`src/rtl/rn_pkg.sv`:
```
`timescale 1ns/1ps
package rn_pkg;
    // Default geometry; NUM_PHYS - NUM_ARCH must be a power of two (log depth).
    localparam int unsigned DEF_ARCH  = 8;
    localparam int unsigned DEF_PHYS  = 16;
    localparam int unsigned DEF_WIDTH = 2;
    localparam int unsigned DEF_SEQ_W = 16;

    typedef enum logic {
        WALK_IDLE = 1'b0,
        WALK_RUN  = 1'b1
    } walk_state_e;

    // True when sequence number a is younger than b.
    function automatic logic seq_after(input logic [63:0] a, input logic [63:0] b);
        return a > b;
    endfunction
endpackage

```
`src/rtl/rn_freelist.sv`:
```
`timescale 1ns/1ps
module rn_freelist #(
    parameter int unsigned NP = 16,
    parameter int unsigned NA = 8,
    parameter int unsigned W  = 2,
    parameter int unsigned PW = $clog2(NP)
) (
    input  logic                  clk,
    input  logic                  rst,
    input  logic [W-1:0]          need,
    input  logic                  alloc_fire,
    input  logic                  rel_a_en,
    input  logic [PW-1:0]         rel_a,
    input  logic                  rel_b_en,
    input  logic [PW-1:0]         rel_b,
    output logic [W-1:0][PW-1:0]  grant,
    output logic [NP-1:0]         free_vec
);
    function automatic logic [NP-1:0] init_mask();
        logic [NP-1:0] m;
        for (int j = 0; j < int'(NP); j++) m[j] = (j >= int'(NA));
        return m;
    endfunction

    localparam logic [NP-1:0] FREE_INIT = init_mask();

    logic [NP-1:0] free_q, avail, take, nxt;

    // Lowest-index-first allocation, slot 0 served first.
    always_comb begin
        logic found;
        avail = free_q;
        take  = '0;
        for (int i = 0; i < int'(W); i++) begin
            grant[i] = '0;
            found    = 1'b0;
            if (need[i]) begin
                for (int j = 0; j < int'(NP); j++) begin
                    if (!found && avail[j]) begin
                        grant[i] = PW'(j);
                        avail[j] = 1'b0;
                        take[j]  = 1'b1;
                        found    = 1'b1;
                    end
                end
            end
        end
    end

    always_comb begin
        nxt = free_q;
        if (alloc_fire) nxt = nxt & ~take;
        if (rel_a_en)   nxt[rel_a] = 1'b1;
        if (rel_b_en)   nxt[rel_b] = 1'b1;
    end

    always_ff @(posedge clk) begin
        if (rst) free_q <= FREE_INIT;
        else     free_q <= nxt;
    end

    assign free_vec = free_q;
endmodule

```
`src/rtl/rn_map.sv`:
```
`timescale 1ns/1ps
module rn_map #(
    parameter int unsigned NA = 8,
    parameter int unsigned NP = 16,
    parameter int unsigned W  = 2,
    parameter int unsigned AW = $clog2(NA),
    parameter int unsigned PW = $clog2(NP)
) (
    input  logic                  clk,
    input  logic                  rst,
    input  logic [W-1:0]          wr_en,
    input  logic [W-1:0][AW-1:0]  wr_arch,
    input  logic [W-1:0][PW-1:0]  wr_phys,
    input  logic                  undo_en,
    input  logic [AW-1:0]         undo_arch,
    input  logic [PW-1:0]         undo_phys,
    output logic [NA-1:0][PW-1:0] map_q
);
    // Later slots overwrite earlier ones on the same name.
    always_ff @(posedge clk) begin
        if (rst) begin
            for (int a = 0; a < int'(NA); a++) map_q[a] <= PW'(a);
        end else begin
            for (int i = 0; i < int'(W); i++)
                if (wr_en[i]) map_q[wr_arch[i]] <= wr_phys[i];
            if (undo_en) map_q[undo_arch] <= undo_phys;
        end
    end
endmodule

```
`src/rtl/rn_hist.sv`:
```
`timescale 1ns/1ps
module rn_hist #(
    parameter int unsigned DEPTH = 8,
    parameter int unsigned W     = 2,
    parameter int unsigned SW    = 16,
    parameter int unsigned AW    = 3,
    parameter int unsigned PW    = 4,
    parameter int unsigned CW    = $clog2(DEPTH + 1)
) (
    input  logic                  clk,
    input  logic                  rst,
    input  logic [W-1:0]          push_en,
    input  logic [W-1:0][SW-1:0]  push_seq,
    input  logic [W-1:0][AW-1:0]  push_arch,
    input  logic [W-1:0][PW-1:0]  push_newp,
    input  logic [W-1:0][PW-1:0]  push_oldp,
    input  logic                  pop_head,
    input  logic                  pop_tail,
    output logic [SW-1:0]         head_seq,
    output logic [PW-1:0]         head_oldp,
    output logic [SW-1:0]         tail_seq,
    output logic [AW-1:0]         tail_arch,
    output logic [PW-1:0]         tail_newp,
    output logic [PW-1:0]         tail_oldp,
    output logic [CW-1:0]         count
);
    localparam int unsigned IW = $clog2(DEPTH);

    typedef struct packed {
        logic [SW-1:0] seq;
        logic [AW-1:0] arch;
        logic [PW-1:0] newp;
        logic [PW-1:0] oldp;
    } rec_t;

    rec_t                 mem [DEPTH];
    logic [IW-1:0]        head_q, tail_q;
    logic [CW-1:0]        count_q, acc;
    logic [W-1:0][CW-1:0] off;
    rec_t                 hrec, trec;

    // Pushing slots are packed in slot order behind the current tail.
    always_comb begin
        acc = '0;
        for (int i = 0; i < int'(W); i++) begin
            off[i] = acc;
            acc    = acc + CW'(push_en[i]);
        end
    end

    always_ff @(posedge clk) begin
        for (int i = 0; i < int'(W); i++)
            if (push_en[i])
                mem[tail_q + off[i][IW-1:0]] <= '{push_seq[i], push_arch[i], push_newp[i], push_oldp[i]};
    end

    always_ff @(posedge clk) begin
        if (rst) begin
            head_q  <= '0;
            tail_q  <= '0;
            count_q <= '0;
        end else begin
            head_q  <= head_q + IW'(pop_head);
            tail_q  <= tail_q + acc[IW-1:0] - IW'(pop_tail);
            count_q <= count_q + acc - CW'(pop_head) - CW'(pop_tail);
        end
    end

    assign hrec      = mem[head_q];
    assign trec      = mem[tail_q - IW'(1)];
    assign head_seq  = hrec.seq;
    assign head_oldp = hrec.oldp;
    assign tail_seq  = trec.seq;
    assign tail_arch = trec.arch;
    assign tail_newp = trec.newp;
    assign tail_oldp = trec.oldp;
    assign count     = count_q;
endmodule

```
`src/rtl/rn_rename.sv`:
```
`timescale 1ns/1ps
module rn_rename import rn_pkg::*; #(
    parameter int unsigned NUM_ARCH = DEF_ARCH,
    parameter int unsigned NUM_PHYS = DEF_PHYS,
    parameter int unsigned RN_WIDTH = DEF_WIDTH,
    parameter int unsigned SEQ_W    = DEF_SEQ_W,
    parameter int unsigned AW       = $clog2(NUM_ARCH),
    parameter int unsigned PW       = $clog2(NUM_PHYS)
) (
    input  logic                      clk,
    input  logic                      rst,
    input  logic [RN_WIDTH-1:0]       in_valid,
    input  logic [RN_WIDTH-1:0]       in_has_dst,
    input  logic [RN_WIDTH*AW-1:0]    in_dst,
    input  logic [RN_WIDTH*AW-1:0]    in_src_a,
    input  logic [RN_WIDTH*AW-1:0]    in_src_b,
    input  logic [RN_WIDTH*SEQ_W-1:0] in_seq,
    output logic                      in_ready,
    input  logic                      commit_valid,
    input  logic [SEQ_W-1:0]          commit_seq,
    input  logic                      squash_valid,
    input  logic [SEQ_W-1:0]          squash_seq,
    output logic                      busy,
    output logic [RN_WIDTH-1:0]       out_valid,
    output logic [RN_WIDTH-1:0]       out_has_dst,
    output logic [RN_WIDTH*SEQ_W-1:0] out_seq,
    output logic [RN_WIDTH*PW-1:0]    out_src_a_p,
    output logic [RN_WIDTH*PW-1:0]    out_src_b_p,
    output logic [RN_WIDTH*PW-1:0]    out_dst_p
);
    localparam int unsigned DEPTH = NUM_PHYS - NUM_ARCH;
    localparam int unsigned CW    = $clog2(DEPTH + 1);

    logic [RN_WIDTH-1:0][AW-1:0]    s_dst, s_a, s_b;
    logic [RN_WIDTH-1:0][SEQ_W-1:0] s_seq;
    logic [RN_WIDTH-1:0]            need, commit_slots;
    logic [RN_WIDTH-1:0][PW-1:0]    grant, p_a, p_b, p_old;
    logic [NUM_ARCH-1:0][PW-1:0]    map_q;
    logic [NUM_PHYS-1:0]            fl_free;
    logic [SEQ_W-1:0]               head_seq, tail_seq, point_q;
    logic [PW-1:0]                  head_oldp, tail_newp, tail_oldp;
    logic [AW-1:0]                  tail_arch;
    logic [CW-1:0]                  hist_count;
    walk_state_e                    walk_q;
    logic                           enough, fire, undo, com_hit, walking;

    assign s_dst = in_dst;
    assign s_a   = in_src_a;
    assign s_b   = in_src_b;
    assign s_seq = in_seq;
    assign need  = in_valid & in_has_dst;

    assign walking  = (walk_q == WALK_RUN);
    assign enough   = $countones(fl_free) >= $countones(need);
    assign in_ready = !walking && !squash_valid && enough;
    assign fire     = in_ready && (|in_valid);
    assign commit_slots = need & {RN_WIDTH{fire}};
    assign busy     = walking;

    // Map lookup with bypass from earlier destinations of the same group.
    always_comb begin
        for (int i = 0; i < int'(RN_WIDTH); i++) begin
            p_a[i]   = map_q[s_a[i]];
            p_b[i]   = map_q[s_b[i]];
            p_old[i] = map_q[s_dst[i]];
            for (int k = 0; k < int'(RN_WIDTH); k++) begin
                if (k < i && need[k]) begin
                    if (s_dst[k] == s_a[i])   p_a[i]   = grant[k];
                    if (s_dst[k] == s_b[i])   p_b[i]   = grant[k];
                    if (s_dst[k] == s_dst[i]) p_old[i] = grant[k];
                end
            end
        end
    end

    assign com_hit = commit_valid && (hist_count != '0) && (head_seq == commit_seq);
    assign undo    = walking && (hist_count != '0) && seq_after(64'(tail_seq), 64'(point_q));

    always_ff @(posedge clk) begin
        if (rst) begin
            walk_q  <= WALK_IDLE;
            point_q <= '0;
        end else if (squash_valid) begin
            walk_q  <= WALK_RUN;
            point_q <= squash_seq;
        end else if (walking && !undo) begin
            walk_q  <= WALK_IDLE;
        end
    end

    rn_freelist #(.NP(NUM_PHYS), .NA(NUM_ARCH), .W(RN_WIDTH), .PW(PW)) u_fl (
        .clk(clk), .rst(rst), .need(need), .alloc_fire(fire),
        .rel_a_en(com_hit), .rel_a(head_oldp),
        .rel_b_en(undo), .rel_b(tail_newp),
        .grant(grant), .free_vec(fl_free)
    );

    rn_map #(.NA(NUM_ARCH), .NP(NUM_PHYS), .W(RN_WIDTH), .AW(AW), .PW(PW)) u_map (
        .clk(clk), .rst(rst), .wr_en(commit_slots), .wr_arch(s_dst), .wr_phys(grant),
        .undo_en(undo), .undo_arch(tail_arch), .undo_phys(tail_oldp), .map_q(map_q)
    );

    rn_hist #(.DEPTH(DEPTH), .W(RN_WIDTH), .SW(SEQ_W), .AW(AW), .PW(PW), .CW(CW)) u_hist (
        .clk(clk), .rst(rst), .push_en(commit_slots), .push_seq(s_seq),
        .push_arch(s_dst), .push_newp(grant), .push_oldp(p_old),
        .pop_head(com_hit), .pop_tail(undo),
        .head_seq(head_seq), .head_oldp(head_oldp), .tail_seq(tail_seq),
        .tail_arch(tail_arch), .tail_newp(tail_newp), .tail_oldp(tail_oldp),
        .count(hist_count)
    );

    always_ff @(posedge clk) begin
        if (rst) begin
            out_valid   <= '0;
            out_has_dst <= '0;
            out_seq     <= '0;
            out_src_a_p <= '0;
            out_src_b_p <= '0;
            out_dst_p   <= '0;
        end else begin
            out_valid   <= fire ? in_valid : '0;
            out_has_dst <= fire ? need : '0;
            out_seq     <= s_seq;
            out_src_a_p <= p_a;
            out_src_b_p <= p_b;
            out_dst_p   <= grant;
        end
    end
endmodule

```
`config.mk`:
```
export PLATFORM = sky130hd
export DESIGN_NAME = rn_rename
export DESIGN_NICKNAME = d
export VERILOG_FILES = /design/src/rtl/rn_pkg.sv /design/src/rtl/rn_freelist.sv /design/src/rtl/rn_map.sv /design/src/rtl/rn_hist.sv /design/src/rtl/rn_rename.sv
export SDC_FILE = /design/constraint.sdc
export NUM_CORES = 1
export LEC_CHECK = 0
export BUFFER_PORTS_ARGS = -buffer_cell sky130_fd_sc_hd__buf_2
export CORE_MARGIN = 3
export CORE_UTILIZATION = 40
export CTS_CLUSTER_SIZE = 25
export DETAILED_ROUTE_END_ITERATION = 16
export GPL_TIMING_DRIVEN = 1
export PLACE_DENSITY = 0.57
export SETUP_SLACK_MARGIN = 0.02
export SYNTH_ARGS = -nofsm -noshare
export SYNTH_HDL_FRONTEND = slang
export SYNTH_SLANG_ARGS = --single-unit
```
`constraint.sdc`:
```
create_clock -name clk -period 9.8 [get_ports clk]
set_input_delay 2.45 -clock clk [delete_from_list [all_inputs] [get_ports clk]]
set_output_delay 2.45 -clock clk [all_outputs]
set_load 0.1 [all_outputs]
```
; ---- Yosys cells after proc, flatten, opt, wreduce, memory -nomap -nowiden
; Memory sizes are Yosys's and may differ from the RTL's. A register that Yosys moved wholly into a read port is not among the register bits.
; Index checks and enable logic that the tools add are counted.
[classes]
addsub = 25
n_mul = 0
div = 0
order_cmp = 16
n_eq_ne = 4
shifts = 0
mux = 187
bitwise_logic = 7
n_reduce_logical = 80
[ops]
columns = operator, n
row1 = 2-to-1 mux 32 bit, 5
row2 = 2-to-1 mux 4 bit, 33
row3 = 2-to-1 mux 1 bit, 116
row4 = bitwise mux 32 bit, 3
row5 = 2-to-1 mux 16 bit, 6
row6 = binary-select mux 4 bit (select 3 bit), 6
row7 = logical AND 1 bit, 43
row8 = demux 4 bit (select 3 bit), 3
row9 = logical NOT 1 bit, 33
row10 = bitwise OR 16 bit, 2
row11 = "less-than comparator 3 x 4 -> 1 bit, second input constant", 7
row12 = 2-to-1 mux 3 bit, 9
row13 = adder 1 x 1 -> 2 bit, 10
row14 = AND 16 bit, 1
row15 = equality test 16 bit, 1
row16 = greater-than comparator 16 bit, 1
row17 = inverter 16 bit, 1
row18 = adder 2 x 2 -> 3 bit, 4
row19 = "less-than comparator 4 x 5 -> 1 bit, second input constant", 2
row20 = equality test 3 bit, 3
row21 = "greater-or-equal comparator 3 x 1 -> 1 bit, second input constant", 3
row22 = adder 3 x 3 -> 4 bit, 2
row23 = demux 1 bit (select 4 bit), 2
row24 = "greater-or-equal comparator 4 x 1 -> 1 bit, second input constant", 2
row25 = other kinds (14), 21
[word_totals]
ff_bits = 135
latchBits = 0
ram_bits = 216
romBits = 0
n_memories = 1
[mem_list]
columns = memory, depth, word_bits, rd, rd_clocked_by_memory_dff, wr, line
row1 = u_hist.mem, 8, 27, 2, 1, 2, rn_hist.sv:36  ; rec_t mem [DEPTH];

; ---- Logic depth before layout (Yosys ltp)
; Gate-level depths: netlist (run 1).
[logic_depth]
word_depth = 131
ltp_mapped = 30

; ---- Modules after synthesis
; From an unflattened synthesis (run 1), not the netlist that was laid out.
[unflattened]
cells_unflattened = 1672
hier_area_um2 = 21967.3
[by_module_without_submodules]
columns = mod, n_inst, cells_per_inst, area_each_um2
row1 = rn_hist, 1, 710, 12829.8
row2 = rn_rename, 1, 455, 5004.8
row3 = rn_map, 1, 222, 2175.8
row4 = rn_freelist, 1, 285, 1956.9

; ---- Least setup slack after synthesis (run 1)
; No wires, ideal clock.
[synth_path]
path_kind = input to output
startpoint = in in_valid[0]
endpoint = out in_ready
t_arrival_ns = 5.473
t_required_ns = 7.350
slack_ns = 1.877
cell_stages = 9
path_cell_list = buf_2 > nand2_1 > inv_1 > clkbuf_1 > ha_1 > ha_1 > nand2b_1 > a21oi_1 > a21oi_1
[synth_via]
elab_chain_cells = 4
[synth_rtl]
columns = element, line
row1 = start: declaration, rn_rename.sv:12  ; input logic [RN_WIDTH-1:0] in_valid,
row2 = AND 2 bit, rn_rename.sv:51  ; assign need = in_valid & in_has_dst;
row3 = via need[0], rn_rename.sv:36  ; logic [RN_WIDTH-1:0] need, commit_slots;
row4 = adder 1 x 1 -> 2 bit (implied by the code), rn_rename.sv:54  ; assign enough = $countones(fl_free) >= $countones(need);
row5 = greater-or-equal comparator 5 x 2 -> 1 bit, rn_rename.sv:54
row6 = logical AND 1 bit, rn_rename.sv:55  ; assign in_ready = !walking && !squash_valid && enough;
row7 = end: declaration, rn_rename.sv:18  ; output logic in_ready,
; The timed path passes the listed nets, and every way through them passes these cells.

; ---- Worst setup path in the final report (run 1)
[layout_path]
startpoint = reg u_fl.free_q[3] (netlist: u_fl.free_vec[3])
endpoint = out in_ready
[layout_via]
elab_chain_cells = 6
[layout_rtl]
columns = element, line
row1 = start: declaration, rn_freelist.sv:27  ; logic [NP-1:0] free_q, avail, take, nxt;
row2 = start signal: assignment, rn_freelist.sv:59  ; else free_q <= nxt;
row3 = adder 1 x 1 -> 2 bit (implied by the code), rn_rename.sv:54
row4 = adder 2 x 2 -> 3 bit (implied by the code), rn_rename.sv:54
row5 = adder 3 x 3 -> 4 bit (implied by the code), rn_rename.sv:54
row6 = adder 4 x 4 -> 5 bit (implied by the code), rn_rename.sv:54
row7 = greater-or-equal comparator 5 x 2 -> 1 bit, rn_rename.sv:54
row8 = logical AND 1 bit, rn_rename.sv:55
; No other way between the ends.

==> impl_metrics.csv, run 1 <==
group,metric,value,unit
clocking,cts_root_buf,"clkbuf_16",
power_and_ir_drop,power.sequential.fraction,33.3,%
power_and_ir_drop,power,5332,µW
worst_setup_path,r2r_setup_slack,2240,ps
synth,yosys.area.top_type_share,30.29,%
timing,slew_headroom,18.47,%
worst_setup_path,cp-start-kind,"register",
timing,hold_viol_final,0,
floorplanning,start_util,40.58,%
clocking,clk_latency,600,ps
timing,fin_crit_sh,80.21,%
worst_setup_path,r2r_start,"u_fl.free_vec[3]$_SDFF_PP0_",
synth,post_synth.cell_area_avg,10.77,µm²
floorplanning,ios,152,
worst_hold_path,holdPathEnd,"point_q[11]$_SDFFE_PP0P_",
drt,post_drt_wl_per_cell,25.05,µm
clocking,numCtsBuffers,43,
floorplanning,die_w,237.4,µm
power_and_ir_drop,p_leak,0.009056,µW
drt,ant_nets,0,
synth,async_reset_ff_share,0,%
worst_setup_path,critical_path_class,"reg2out",
drt,drtPass1Iterations,6,
worst_setup_path,r2r_cells,22,
final_layout,fin_cells,2772,
final_layout,synthToLayoutAreaGrowth,12.98,%
worst_setup_path,crit_path_top_delay_cell,"dfxtp_1",
power_and_ir_drop,clkPwrFrac,30.7,%
timing,max_freq,127.2,MHz
status,outcome,"finished, final reports clean",
clocking,cts_buffer_depth,3,
clocking,htreeDepth,2,
synth,synth_edf_count,216,
worst_setup_path,worstPathCellList,"inv_1 -> fa_1 -> fa_1 -> fa_1 -> fa_1 -> inv_1 -> ha_1 -> inv_1 -> fa_1 -> inv_1 -> ha_1 -> or3_1 -> a21oi_1 -> a21oi_1 -> buf_2",
synth,yosysTopAreaCell,"edfxtp_1",
synth,netlist_area,21410,µm²
clocking,cts_hold_buf,0,
clocking,post_cts_buffers,0,
timing,finalCriticalPeriod,7860,ps
floorplanning,fp-row-count,84,
worst_setup_path,cpMostUsedCell,"fa_1",
placed_design,io_buffers,151,
worst_setup_path,end_kind,"output port",
final_layout,drive_gt1_share,24.28,%
synth,ys_dominant_reg_cell,"edfxtp_1",
synth,synth.yosys.seq_area_share,42.91,%
final_layout,antennaDiodeCount,0,
drt,post-route-drc-count,0,
timing,slew_violations,0,
worst_hold_path,min_path_type,"reg2reg",
grt,grt_pass1_wl,104200,µm
synth,synth_area_leaders,"edfxtp_1 30%, mux4_2 14%, dfxtp_1 13%",
worst_setup_path,crit_fanout,13,
timing,fin_skew,29.12,ps
power_and_ir_drop,p_int,3387,µW
power_and_ir_drop,p_sw_share,36.48,%
timing,finalHoldWorstSlack,495.7,ps
synth,synth_cell_types,81,
placed_design,gp_congestion,0.8687,
clocking,cts.reportedPaths.clkPinSlew,60,ps
worst_hold_path,whs_path_depth,2,
timing,setup_viol_count_final,0,
grt,track_usage,24.28,%
synth,syn_nets,2134,
worst_setup_path,r2r_end,"u_hist.mem[2][2]$_DFFE_PP_",
drt,vias,16605,
floorplanning,coreArea,52760,µm²
floorplanning,die_h,237.4,µm
job,maxCapViolations,0,
synth,yosys_warnings,0,
synth,ys_ff_latch,351,
synth,synth_most_common_cell,"nand2_1",
placed_design,dpl.hpwl,45560,µm
timing,finalSetupTns,0,ps
drt,via_per_inst,5.990,
worst_setup_path,cp.arrival,5410,ps
final_layout,fillers,4900,
synth,netlist_instances,1989,
drt,wl,69450,µm
grt,antenna_found_initial,1,
grt,grt_max_degree,85,
grt,grt.overflow.total,0,
grt,grt_pass1_vias,16380,
power_and_ir_drop,peakVddDrop,153.5,µV
timing,grt_setup_unrepaired,"no",
worst_setup_path,cp.required,7350,ps
worst_setup_path,cp_slowest_stage_delay,630,ps
power_and_ir_drop,switchingPower,1945,µW
power_and_ir_drop,power-per-cell-area,220.4,nW/µm²
clocking,cts_resized,0,
power_and_ir_drop,p_comb_share,36.0,%
final_layout,nNetsFinal,2195,
timing,tightestPinTransition,1218,ps
worst_hold_path,holdCritStartpoint,"point_q[11]$_SDFFE_PP0P_",
clocking,cts.sinks,351,
floorplanning,dieArea,56340,µm²
clocking,cts_tree,"done",
synth,synthTopCellsByCount,"358 x nand2_1, 216 x edfxtp_1, 135 x dfxtp_1, 135 x mux2i_1, 132 x mux4_2",
drt,drtIter0Drc,1757,
placed_design,dp_cells,2693,
## worst max path at each step
stage,cells after the start,end,start,slack (ps)
final,15,in_ready,u_fl.free_vec[3]$_SDFF_PP0_,1940
after global routing,15,in_ready,u_fl.free_vec[13]$_SDFF_PP1_,1730
after CTS,15,in_ready,u_fl.free_vec[13]$_SDFF_PP1_,1910
after detailed placement,18,u_hist.mem[0][18]$_DFFE_PP_,in_valid[0],2160
after global placement,16,u_hist.mem[2][18]$_DFFE_PP_,in_valid[0],2390
after floorplan,9,in_ready,in_valid[0],1880
## per-stage QoR
step / worst slack [ps] / instance area (µm²) / utilization [%]
after global placement: 2386 / 22740 / 43.09
after detailed placement: 2161 / 22740 / 43.09
final: 1940 / 24190 / 45.85
after floorplan: 1877 / 21410 / -
after CTS: 1910 / 24190 / 45.85
after global routing: 1726 / 24190 / 45.85
## worst max-delay path, delay by kind of cell (launching register included)
| kind | cells | cell delay (ps) |
|---|---|---|
| fa+ha+maj | 7 | 2760 |
| flops | 1 | 630 |
| compound gates | 2 | 370 |
| simple gates | 1 | 330 |
| buf+inv | 5 | 740 |
## cell families after synthesis
logic type / Yosys count / synth area share (%)
multiplexers: 358 / 24.98
AND/OR/NAND/NOR: 674 / 13.97
XOR/XNOR: 35 / 1.467
AO/OA/AOI/OAI: 266 / 8.064
adder cells (fa/ha/maj): 64 / 4.137
flip-flops: 351 / 42.91
buffers and inverters: 241 / 4.465
## state kept, by name, summed over array words and instances, names as in the netlist
signal,cells
busy,1
u_fl.free_vec,16
out_seq,32
point_q,16
out_src_a_p,8
u_hist.tail_q,3
u_hist.head_q,3
out_has_dst,2
out_valid,2
out_src_b_p,8
u_hist.mem,216
u_hist.count,4
out_dst_p,8
u_map.map_q,32
## area by class of cell
cell class	count	area (µm²)	area share [%]
Clock buffer	60	1245	5.146
Inverter	73	274.0	1.133
Clock inverter	19	209.0	0.8638
Timing Repair Buffer	184	1006	4.158
Sequential cell	351	9195	38.01
Multi-Input combinational cell	1397	11400	47.13
Tap cell	688	860.8	3.558
## metal layers
| layer | global-route usage (%) | vias up | wire (µm) |
|---|---|---|---|
| li1 | - | 7404 | - |
| met1 | 32.88 | 8286 | 29210 |
| met2 | 40.26 | 805 | 33220 |
| met3 | 4.154 | 108 | 5325 |
| met4 | 7.190 | 2 | 1664 |
| met5 | 0 | - | 23 |
## power by group through the flow
| stage | registers, µW | clock network, µW | logic [µW] |
|---|---|---|---|
| after global placement | 1800 | 0 | 1880 |
| after CTS | 1780 | 1670 | 1920 |
| after detailed placement | 1810 | 0 | 1900 |
| after floorplan | 1840 | 0 | 1270 |
| final | 1780 | 1640 | 1920 |
| after global routing | 1790 | 1720 | 2050 |
## cell usage in the layout (no fill, tap or decap), drive strengths merged, types with 7 or more instances in the layout
cell type  synthesis  routed
nand2            358     358
nor2b             47      47
nand2b             8       8
a22oi              7       7
inv               72      73
o21a               7       7
o22ai              8       8
fa                14      14
and2               7       7
xor2              18      18
mux2i            135     135
xnor2             17      17
nor3              25      25
o211ai            13      13
mux2              91      91
clkbuf           123      60
clkinv             1      15
mux4             132     132
a31oi             18      18
a21oi             55      55
nor4              16      16
a21o               7       7
o21ai             79      79
nor2             130     130
a211oi            14      14
dfxtp            135     135
ha                41      41
nand4             10      10
nand3             29      29
maj3               9       9
buf               45     184
and3              13      13
o31ai             17      17
nand3b             8       8
edfxtp           216     216
Note: power is estimated with default switching activity, not from simulation.
==> run 2: changes to the inputs <==
--- a/config.mk
+++ b/config.mk
@@ -5,13 +5,14 @@
 export SDC_FILE = /design/constraint.sdc
 export NUM_CORES = 1
 export LEC_CHECK = 0
+export ABC_AREA = 1
 export BUFFER_PORTS_ARGS = -buffer_cell sky130_fd_sc_hd__buf_2
 export CORE_MARGIN = 3
 export CORE_UTILIZATION = 40
 export CTS_CLUSTER_SIZE = 25
 export DETAILED_ROUTE_END_ITERATION = 16
 export GPL_TIMING_DRIVEN = 1
-export PLACE_DENSITY = 0.57
+export PLACE_DENSITY = 0.59
 export SETUP_SLACK_MARGIN = 0.02
 export SYNTH_ARGS = -nofsm -noshare
 export SYNTH_HDL_FRONTEND = slang
==> constraint.sdc (replaced) <==
create_clock -name clk -period 6.34 [get_ports clk]
set_input_delay 1.585 -clock clk [delete_from_list [all_inputs] [get_ports clk]]
set_output_delay 1.585 -clock clk [all_outputs]
set_load 0.1 [all_outputs]
==> impl_metrics.csv, run 2 <==
group,metric,value,unit
status,outcome,"finished, final reports clean",
job,maxCapViolations,0,
synth,synth_edf_count,216,
worst_setup_path,critPathLaunch,"u_fl.free_vec[13]$_SDFF_PP1_",
drt,via_per_inst,5.859,
worst_setup_path,r2r_cells,27,
floorplanning,ios,152,
clocking,cts.reportedPaths.clkPinSlew,60,ps
synth,yosysTopAreaCell,"edfxtp_1",
synth,synth_most_common_cell,"o21ai_0",
synth,async_reset_ff_share,0,%
worst_setup_path,r2r_start,"u_fl.free_vec[13]$_SDFF_PP1_",
drt,wl_met2,35880,µm
synth,netlist_instances,2851,
timing,max_freq,158.6,MHz
worst_setup_path,crit_fanout,2,
clocking,htreeDepth,2,
floorplanning,start_util,40.96,%
grt,grt_pass1_wl,122700,µm
timing,fin_crit_sh,99.44,%
worst_setup_path,end_kind,"output port",
worst_setup_path,cp.required,4760,ps
floorplanning,fp-row-count,83,
power_and_ir_drop,peakVddDrop,190.3,µV
final_layout,fillers,5138,
clocking,cts_hold_buf,0,
floorplanning,dieArea,55970,µm²
synth,synth_area_leaders,"edfxtp_1 30%, o21ai_0 13%, dfxtp_1 13%",
final_layout,mostFrequentLayoutCell,"o21ai_0",
timing,slew_headroom,4.275,%
drt,wl_met1,35770,µm
synth,post_synth.cell_area_avg,7.459,µm²
worst_setup_path,cp.arrival,4720,ps
drt,post-route-drc-count,0,
final_layout,fin_cells,3691,
grt,grt.overflow.total,0,
final_layout,synthToLayoutAreaGrowth,16.77,%
grt,grt_max_degree,123,
placed_design,dp_cells,3596,
synth,synth.yosys.seq_area_share,43.21,%
timing,finalHoldWorstSlack,467.1,ps
grt,grt_pass1_vias,19749,
timing,postLayoutSetupSlackWorst,35.42,ps
placed_design,io_buffers,151,
timing,fin_skew,23.54,ps
placed_design,pre_cts_ws,149.2,ps
synth,synth_cell_types,54,
placed_design,dpl.hpwl,56990,µm
final_layout,drive_gt1_share,13.16,%
synth,ys_ff_latch,351,
synth,synthTopCellsByCount,"553 x o21ai_0, 510 x nand2_1, 333 x inv_1",
power_and_ir_drop,power-per-cell-area,372.1,nW/µm²
timing,slew_violations,0,
floorplanning,die_h,236.6,µm
worst_hold_path,holdCritStartpoint,"point_q[10]$_SDFFE_PP0P_",
placed_design,placed_area,23200,µm²
floorplanning,die_w,236.6,µm
synth,netlist_area,21270,µm²
synth,yosys_warnings,0,
synth,yosys.area.top_type_share,30.50,%
timing,grt_setup_unrepaired,"yes",
power_and_ir_drop,p_leak,0.01010,µW
clocking,cts_tree,"done",
floorplanning,coreArea,51920,µm²
timing,finalCriticalPeriod,6305,ps
drt,vias,21626,
drt,highest_layer,"met5",
drt,route.met3.wl,9376,µm
clocking,clk_latency,600,ps
clocking,cts_root_buf,"clkbuf_16",
drt,drtIter0Drc,2967,
grt,antenna_found_initial,2,
timing,hold_viol_final,0,
worst_setup_path,cp-start-kind,"register",
clocking,numCtsBuffers,42,
drt,post_drt_wl_per_cell,22.49,µm
drt,drtPass1Iterations,6,
grt,track_usage,28.34,%
clocking,cts.sinks,351,
clocking,cts_buffer_depth,3,
timing,setup_viol_count_final,0,
placed_design,gp_congestion,0.9515,
final_layout,stdcell_area,24830,µm²
drt,wl,83020,µm
power_and_ir_drop,power,9240,µW
final_layout,layout_common_cells,"545 x o21ai_0, 505 x nand2_1, 317 x inv_1",
worst_hold_path,min_path_type,"reg2reg",
worst_hold_path,whs_path_depth,2,
final_layout,nNetsFinal,3120,
timing,tightestPinTransition,1431,ps
final_layout,largest_reg_flops,216,
synth,syn_nets,2996,
worst_setup_path,critical_path_class,"reg2out",
drt,ant_nets,0,
synth,ys_dominant_reg_cell,"edfxtp_1",
## run 2: changes by cell type after synthesis, sizes merged, moves of 91 or more
| cell | before | now |
|---|---|---|
| o21ai | 79 | 574 |
| inv | 72 | 335 |
| a21oi | 55 | 245 |
| nand2 | 358 | 518 |
| mux2i | 135 | 0 |
| mux4 | 132 | 0 |
| nor2 | 130 | 242 |
| mux2 | 91 | 0 |
## run 2: per-stage QoR
step	setup TNS, ps	util, %
4_1_cts	-0.2296	47.44
6_report	0	47.82
2_1_floorplan	-7703	-
3_3_place_gp	0	44.68
3_5_place_dp	0	44.68
5_1_grt	-213.4	47.82
## run 2: cells by family (layout without fill, tap and decap cells)
group / after synthesis / after routing / synth area share [%]
compound gates: 989 / 989 / 25.13
xor+xnor: 13 / 13 / 0.5354
fa+ha+maj: 55 / 55 / 3.730
buf+inv: 505 / 663 / 9.190
flops: 351 / 351 / 43.21
other cells: 0 / 2 / 0
simple gates: 938 / 938 / 18.21
## run 2: critical path: stages (launching register included)
cell and delay [ps]:
dfxtp_2 330, inv_2 40, fa_1 550, fa_1 460
fa_1 550, fa_1 410, inv_1 70, ha_2 180
inv_2 40, fa_1 470, inv_1 40, ha_1 260
o21ai_1 70, o2111ai_1 140, nand2_2 140, clkinvlp_4 170
buf_12 200
## run 2: report_power, final
group          total (µW)  internal [µW]  switching (µW)
combinational        3880           1160            2720
sequential           2830           2670             153
clock                2530           1490            1050
## run 2: layout make-up
class | instances | area [µm²] | area share [%]
inverter | 339 | 1286 | 5.180
tap | 680 | 850.8 | 3.426
sequential | 351 | 9201 | 37.05
antenna | 2 | 5.005 | 0.02015
clock inverter | 21 | 275.3 | 1.108
multi-input combinational | 1995 | 10330 | 41.59
clock buffer | 57 | 1147 | 4.620
timing repair buffer | 246 | 1738 | 6.999
## run 2: path summary, 6_finish.rpt
| path | end | slack, ps |
|---|---|---|
| setup / recovery | in_ready | 40 |
| hold reg to reg | point_q[10]$_SDFFE_PP0P_ | 470 |
| hold / removal | point_q[10]$_SDFFE_PP0P_ | 470 |
| setup reg to reg | u_hist.count[1]$_SDFF_PP0_ | 160 |
## run 2: repair_timing
item                                    in CTS  in global routing
endpoints found under the hold margin        0                  0
gates cloned                                 0                  3
gates resized for setup                      1                 20
buffers inserted                             2                 11
pin swaps                                    8                  5
endpoints found under the setup margin       1                111
## run 2: layer usage
metal / GRT usage (%) / vias to the layer above
li1: - / 10019
met3: 5.649 / 151
met4: 7.806 / 2
met1: 41.42 / 10224
met2: 42.66 / 1230
met5: 0 / -
